==> src/rtl/dll_seq_pkg.sv <==
package dll_seq_pkg;

  localparam int CODE_W   = 3;
  localparam int NUM_BINS = 1 << CODE_W;
  localparam int FREQ_W   = 32;

  typedef enum logic [3:0] {
    ST_IDLE,
    ST_RST_ON,
    ST_PDN_ON,
    ST_CODE,
    ST_RST_OFF,
    ST_PDN_OFF,
    ST_EN_ON,
    ST_CKOUT_ON,
    ST_WAIT
  } seq_state_e;

  // Inclusive upper bound, in Hz, of each frequency bin.
  function automatic logic [FREQ_W-1:0] bin_limit_hz(input int idx);
    case (idx)
      0:       bin_limit_hz = 32'd112_000_000;
      1:       bin_limit_hz = 32'd125_000_000;
      2:       bin_limit_hz = 32'd137_000_000;
      3:       bin_limit_hz = 32'd150_000_000;
      4:       bin_limit_hz = 32'd162_000_000;
      5:       bin_limit_hz = 32'd175_000_000;
      6:       bin_limit_hz = 32'd187_000_000;
      default: bin_limit_hz = 32'd200_000_000;
    endcase
  endfunction

endpackage

==> src/rtl/dll_freq_binner.sv <==
module dll_freq_binner
  import dll_seq_pkg::*;
(
  input  logic [FREQ_W-1:0] freq_i,
  output logic [CODE_W-1:0] code_o
);

  logic [NUM_BINS-1:0] at_or_below;

  genvar g;
  generate
    for (g = 0; g < NUM_BINS; g++) begin : g_cmp
      assign at_or_below[g] = (freq_i <= bin_limit_hz(g));
    end
  endgenerate

  // Lowest matching bin wins; no match (above top bound) stays at 0.
  always_comb begin
    code_o = '0;
    for (int i = NUM_BINS - 1; i >= 0; i--) begin
      if (at_or_below[i]) code_o = CODE_W'(i);
    end
  end


  always_comb begin
    code_range_chk: assert (!(at_or_below[0] && code_o != '0));
  end

endmodule

==> src/rtl/dll_lock_poller.sv <==
module dll_lock_poller #(
  parameter int POLL_INTERVAL = 100,
  parameter int POLL_LIMIT    = 50
) (
  input  logic clk,
  input  logic rst_n,
  input  logic arm_i,
  input  logic lock_i,
  output logic hit_o,
  output logic expire_o
);

  localparam int TICK_W = (POLL_INTERVAL > 1) ? $clog2(POLL_INTERVAL) : 1;
  localparam int CNT_W  = (POLL_LIMIT > 1) ? $clog2(POLL_LIMIT) : 1;
  localparam logic [TICK_W-1:0] TICK_LAST = TICK_W'(POLL_INTERVAL - 1);
  localparam logic [CNT_W-1:0]  POLL_LAST = CNT_W'(POLL_LIMIT - 1);

  logic              active_q;
  logic [TICK_W-1:0] tick_q;
  logic [CNT_W-1:0]  polls_q;
  logic              sample;

  assign sample   = active_q && (tick_q == '0);
  assign hit_o    = sample && lock_i;
  assign expire_o = sample && !lock_i && (polls_q == POLL_LAST);

  always_ff @(posedge clk) begin
    if (!rst_n) begin
      active_q <= 1'b0;
      tick_q   <= '0;
      polls_q  <= '0;
    end else if (arm_i) begin
      active_q <= 1'b1;
      tick_q   <= '0;
      polls_q  <= '0;
    end else if (active_q) begin
      if (hit_o || expire_o) begin
        active_q <= 1'b0;
      end else begin
        if (sample) polls_q <= polls_q + 1'b1;
        tick_q <= (tick_q == TICK_LAST) ? '0 : tick_q + 1'b1;
      end
    end
  end


  poll_bound_chk: assert property (@(posedge clk) disable iff (!rst_n)
    active_q |-> (polls_q <= POLL_LAST));


  idle_after_hit_chk: assert property (@(posedge clk) disable iff (!rst_n)
    (hit_o && !arm_i) |=> !active_q);

endmodule

==> src/rtl/dll_step_seq.sv <==
module dll_step_seq
  import dll_seq_pkg::*;
(
  input  logic              clk,
  input  logic              rst_n,
  input  logic              start_i,
  input  logic [FREQ_W-1:0] freq_i,
  input  logic [CODE_W-1:0] bin_code_i,
  input  logic              hit_i,
  input  logic              expire_i,
  output logic              arm_o,
  output logic [FREQ_W-1:0] freq_q_o,
  output logic              pwrsave_dis_o,
  output logic              dll_rst_o,
  output logic              dll_pdn_o,
  output logic              dll_en_o,
  output logic              ck_out_en_o,
  output logic [CODE_W-1:0] code_o,
  output logic              busy_o,
  output logic              done_o,
  output logic              timeout_o
);

  seq_state_e st_q;

  assign arm_o = (st_q == ST_CKOUT_ON);

  always_ff @(posedge clk) begin
    if (!rst_n) begin
      st_q          <= ST_IDLE;
      freq_q_o      <= '0;
      pwrsave_dis_o <= 1'b0;
      dll_rst_o     <= 1'b0;
      dll_pdn_o     <= 1'b0;
      dll_en_o      <= 1'b0;
      ck_out_en_o   <= 1'b0;
      code_o        <= '0;
      busy_o        <= 1'b0;
      done_o        <= 1'b0;
      timeout_o     <= 1'b0;
    end else begin
      done_o    <= 1'b0;
      timeout_o <= 1'b0;
      case (st_q)
        ST_IDLE: if (start_i) begin
          freq_q_o      <= freq_i;
          pwrsave_dis_o <= 1'b1;
          busy_o        <= 1'b1;
          st_q          <= ST_RST_ON;
        end
        ST_RST_ON: begin
          dll_rst_o   <= 1'b1;
          dll_en_o    <= 1'b0;
          ck_out_en_o <= 1'b0;
          st_q        <= ST_PDN_ON;
        end
        ST_PDN_ON: begin
          dll_pdn_o <= 1'b1;
          st_q      <= ST_CODE;
        end
        ST_CODE: begin
          code_o <= bin_code_i;
          st_q   <= ST_RST_OFF;
        end
        ST_RST_OFF: begin
          dll_rst_o <= 1'b0;
          st_q      <= ST_PDN_OFF;
        end
        ST_PDN_OFF: begin
          dll_pdn_o <= 1'b0;
          st_q      <= ST_EN_ON;
        end
        ST_EN_ON: begin
          dll_en_o <= 1'b1;
          st_q     <= ST_CKOUT_ON;
        end
        ST_CKOUT_ON: begin
          ck_out_en_o <= 1'b1;
          st_q        <= ST_WAIT;
        end
        ST_WAIT: begin
          if (hit_i) begin
            done_o <= 1'b1;
            busy_o <= 1'b0;
            st_q   <= ST_IDLE;
          end else if (expire_i) begin
            timeout_o <= 1'b1;
            busy_o    <= 1'b0;
            st_q      <= ST_IDLE;
          end
        end
        default: st_q <= ST_IDLE;
      endcase
    end
  end


  pwrsave_first_chk: assert property (@(posedge clk) disable iff (!rst_n)
    $rose(dll_rst_o) |-> pwrsave_dis_o);


  rst_under_pdn_chk: assert property (@(posedge clk) disable iff (!rst_n)
    $fell(dll_rst_o) |-> dll_pdn_o);


  ckout_last_chk: assert property (@(posedge clk) disable iff (!rst_n)
    $rose(ck_out_en_o) |-> (dll_en_o && !dll_rst_o && !dll_pdn_o));


  code_in_reset_chk: assert property (@(posedge clk) disable iff (!rst_n)
    !$stable(code_o) |-> (dll_rst_o && dll_pdn_o));


  done_pulse_chk: assert property (@(posedge clk) disable iff (!rst_n)
    done_o |=> !done_o);


  end_busy_chk: assert property (@(posedge clk) disable iff (!rst_n)
    (done_o || timeout_o) |-> (!busy_o && $past(busy_o)));


  start_ignored_chk: assert property (@(posedge clk) disable iff (!rst_n)
    (st_q == ST_WAIT && start_i) |=> !dll_rst_o);

endmodule

==> src/rtl/dll_bringup_seq.sv <==
module dll_bringup_seq
  import dll_seq_pkg::*;
#(
  parameter int POLL_INTERVAL = 100,
  parameter int POLL_LIMIT    = 50
) (
  input  logic              clk,
  input  logic              rst_n,
  input  logic              start_i,
  input  logic [31:0]       clk_freq_hz_i,
  input  logic              lock_i,
  output logic              pwrsave_dis_o,
  output logic              dll_rst_o,
  output logic              dll_pdn_o,
  output logic              dll_en_o,
  output logic              ck_out_en_o,
  output logic [2:0]        freq_code_o,
  output logic              busy_o,
  output logic              done_o,
  output logic              timeout_o
);

  logic [FREQ_W-1:0] freq_q;
  logic [CODE_W-1:0] bin_code;
  logic              arm;
  logic              hit;
  logic              expire;

  dll_freq_binner u_binner (
    .freq_i (freq_q),
    .code_o (bin_code)
  );

  dll_lock_poller #(
    .POLL_INTERVAL (POLL_INTERVAL),
    .POLL_LIMIT    (POLL_LIMIT)
  ) u_poller (
    .clk      (clk),
    .rst_n    (rst_n),
    .arm_i    (arm),
    .lock_i   (lock_i),
    .hit_o    (hit),
    .expire_o (expire)
  );

  dll_step_seq u_seq (
    .clk           (clk),
    .rst_n         (rst_n),
    .start_i       (start_i),
    .freq_i        (clk_freq_hz_i),
    .bin_code_i    (bin_code),
    .hit_i         (hit),
    .expire_i      (expire),
    .arm_o         (arm),
    .freq_q_o      (freq_q),
    .pwrsave_dis_o (pwrsave_dis_o),
    .dll_rst_o     (dll_rst_o),
    .dll_pdn_o     (dll_pdn_o),
    .dll_en_o      (dll_en_o),
    .ck_out_en_o   (ck_out_en_o),
    .code_o        (freq_code_o),
    .busy_o        (busy_o),
    .done_o        (done_o),
    .timeout_o     (timeout_o)
  );


  one_outcome_chk: assert property (@(posedge clk) disable iff (!rst_n)
    !(done_o && timeout_o));


  done_needs_clock_chk: assert property (@(posedge clk) disable iff (!rst_n)
    done_o |-> (ck_out_en_o && dll_en_o));

endmodule

==> config.mk <==
export PLATFORM = sky130hd
export DESIGN_NAME = dll_bringup_seq
export DESIGN_NICKNAME = d
export VERILOG_FILES = /design/src/rtl/dll_seq_pkg.sv /design/src/rtl/dll_freq_binner.sv /design/src/rtl/dll_lock_poller.sv /design/src/rtl/dll_step_seq.sv /design/src/rtl/dll_bringup_seq.sv
export SDC_FILE = /design/constraint.sdc
export NUM_CORES = 1
export LEC_CHECK = 0
export ABC_CLOCK_PERIOD_IN_PS = 8200
export BUFFER_PORTS_ARGS = -buffer_cell sky130_fd_sc_hd__buf_4
export CORE_ASPECT_RATIO = 1.25
export CORE_MARGIN = 1.5
export CORE_UTILIZATION = 45
export DETAILED_ROUTE_END_ITERATION = 10
export PLACE_DENSITY_LB_ADDON = 0.08
export SYNTH_ARGS = -nofsm -noshare
export SYNTH_HDL_FRONTEND = slang
export SYNTH_HIERARCHICAL = 1
export SYNTH_SLANG_ARGS = --single-unit
==> constraint.sdc <==
create_clock -name clk -period 8.2 [get_ports clk]
set_input_delay 0.82 -clock clk [delete_from_list [all_inputs] [get_ports clk]]
set_output_delay 0.82 -clock clk [all_outputs]
set_load 0.01 [all_outputs]
==> qor.txt <==
Top Layer Used = met4
All-Layer GR Usage = 21.0%
Reg clk slew, reported paths = 0.07 ns
Syn Nets = 495
max cap viols = 0
Die Width = 84.1 um
Critical Path AT = 3.09 ns
FILL cells = 782
worst slew pin tran = 1.00 ns
DRT antenna net count = 0
WL final = 9250 um
register area share after synthesis = 33.0%
# diodes = 0
CP endpoint kind = flop
IO Pins = 47
CTS tree = yes
minimum clock period = 2.82 ns
Rel. slew slack = 33.3%
Fmax = 355 MHz
setup bufs post-CTS = 0
HPWL after DPL = 6480 um
Top FF cell, synth = dfxtp_1
detailed router's first-iteration violation count = 171
die height = 104 um
Routed met2 length = 4820 um
library cells used by synthesis = 83
post-DR vias/cell = 5.97
Hold WC Path Type = reg -> reg
WL per Instance = 16.1 um
Layout Nets = 517
Final Max Slew Viols = 0
Max Clock Skew = 0.0131 ns
DRC Markers = 0
Syn Area/Cell = 8.14 um^2
Async SR Flop Fraction = 0%
drt pass-1 iters = 4
CTS hold repair buffers = 0
post-synthesis register bit count = 61
Max IR drop VDD = 0.117 mV
static leakage = 1.55 nW
grt total ovfl = 0
top post-synthesis cells by area = dfxtp_1 (33%), nand2_1 (9.4%), mux2i_1 (9.2%)
initial antenna violation count = 0
met3 WL post-DR = 395 um
Clock Path Buffers = 2
Rows = 36
Clk Latency, worst-skew pair = 0.33 ns
CTS resizes = 0
Mapped Cells = 455
Layout area overhead = 12.3%
largest area contributor in the synthesized netlist = dfxtp_1
Starting Density = 47.0%
total CTS buffers = 9
Post-synth EDFFs = 0
Worst setup SP type = flop
RSZ-0062 raised after global routing = false
H-tree Lvls = 3
Fin. Hold Viols = 0
Tcrit/Tclk final = 34.4%
M1 wire length = 3820 um
WS Path Type = reg -> reg
first-pass GRT wire length = 15200 um
Cell Pwr Density = 186 nW/um^2
Core Box Area = 7880 um^2
Sink Count = 61
synth warn = 6
vias in the first global route = 3324
share of the synthesized area in the top cell type = 33.0%
Pwr Total = 0.000772 W
critical path required time = 8.47 ns
CTS Root Buffer Type = clkbuf_8
die area = 8780 um^2
Setup-failing EPs final = 0
Mapped Area = 3700 um^2
most common cell in the netlist = nand2_1
commonest cells in the synthesized netlist = nand2_1 (93), dfxtp_1 (61), mux2i_1 (34)
setup tns final = 0 ns
layout cell share with drive strength beyond 1 = 17.9%
Port Buffers = 46
global placement routability congestion = 0.928
largest net degree at the start of global routing = 81
via count = 3439
Crit Path Max Fanout = 5
outcome = complete, no violations
## power by group
group          total [W]  internal, W  switching (W)
registers       0.000355     0.000316      0.0000397
logic           0.000143    0.0000713      0.0000721
clock network   0.000273     0.000154       0.000119
total           0.000772     0.000541       0.000230
## state kept, by name, indices dropped and copies added, names as in the netlist, 3 cells and up
signal and flops:
u_poller/polls_q 6, u_poller/tick_q 7, u_seq/freq_q_o 32, u_seq/code_o 3, u_seq/st_q 4
## cells in the final DEF, fill, tap and decap left out, types with 3 or more instances in the layout
cell type	n
or4_1	4
o2111ai_1	5
nand3_1	15
nor4b_1	3
o21a_1	4
nor2b_1	4
a21oi_1	15
nand4b_1	4
nor4_1	10
nand2b_1	5
o21ai_0	14
nor4bb_1	3
nand4_1	7
ha_1	4
nand2_1	93
nand3b_1	3
a311o_1	3
inv_1	8
xnor2_1	4
nor3_1	10
clkbuf_8	11
mux2i_1	34
dfxtp_1	61
buf_4	47
o21ai_1	4
xor2_1	3
and3_1	5
nor2_1	27
## worst paths after layout
kind | start | slack [ns] | end | cells past startpoint
hold reg to reg | u_seq/pwrsave_dis_o$_SDFFE_PN0P_ | 0.47 | u_seq/pwrsave_dis_o$_SDFFE_PN0P_ | 1
setup / recovery | u_seq/freq_q_o[31]$_SDFFE_PN0P_ | 5.38 | u_seq/code_o[0]$_SDFFE_PN0N_ | 8
setup reg to reg | u_seq/freq_q_o[31]$_SDFFE_PN0P_ | 5.38 | u_seq/code_o[0]$_SDFFE_PN0N_ | 8
hold / removal | u_seq/pwrsave_dis_o$_SDFFE_PN0P_ | 0.47 | u_seq/pwrsave_dis_o$_SDFFE_PN0P_ | 1
## layout make-up
| cell class | instances | area [um^2] | share of cell area, % |
|---|---|---|---|
| Multi-Input combinational cell | 348 | 2230 | 53.6 |
| Sequential cell | 61 | 1220 | 29.4 |
| Timing Repair Buffer | 47 | 353 | 8.49 |
| Clock buffer | 11 | 151 | 3.64 |
| Tap cell | 95 | 119 | 2.86 |
| Clock inverter | 4 | 47.5 | 1.14 |
| Inverter | 10 | 37.5 | 0.903 |
## critical path, stage by stage (launching register included)
cell and delay [ns]:
dfxtp_1 0.33, or4_4 0.58, nor2_4 0.14, or4b_1 0.48
or4_4 0.55, a311o_1 0.33, a211oi_2 0.15, nand3_1 0.08
o21ai_1 0.10
## routing by layer
layer  up-vias  track usage, %
li1       1685               -
met1      1628            23.9
met2       101            37.7
met3        25            4.52
met4         0            8.43
met5         -               0
## cells by family after synthesis
| family | share of synthesized area [%] |
|---|---|
| flops | 33.0 |
| fa+ha+maj | 1.35 |
| xor+xnor | 1.66 |
| buf+inv | 6.86 |
| mux | 9.19 |
| compound gates | 15.7 |
| simple gates | 32.2 |
## stage by stage
| stage | util (%) | area (um^2) | setup WS [ns] | cells | hold slack (ns) |
|---|---|---|---|---|---|
| floorplan | - | 3700 | 5.57 | 455 | 0.431 |
| global placement | 50.2 | 3960 | 5.46 | 561 | 0.449 |
| detailed placement | 50.2 | 3960 | 5.41 | 561 | 0.455 |
| CTS | 52.7 | 4160 | 5.39 | 576 | 0.472 |
| global route | 52.7 | 4160 | 5.28 | 576 | 0.486 |
| finish | 52.7 | 4160 | 5.38 | 576 | 0.468 |
Power figures use the tool's default switching activity.
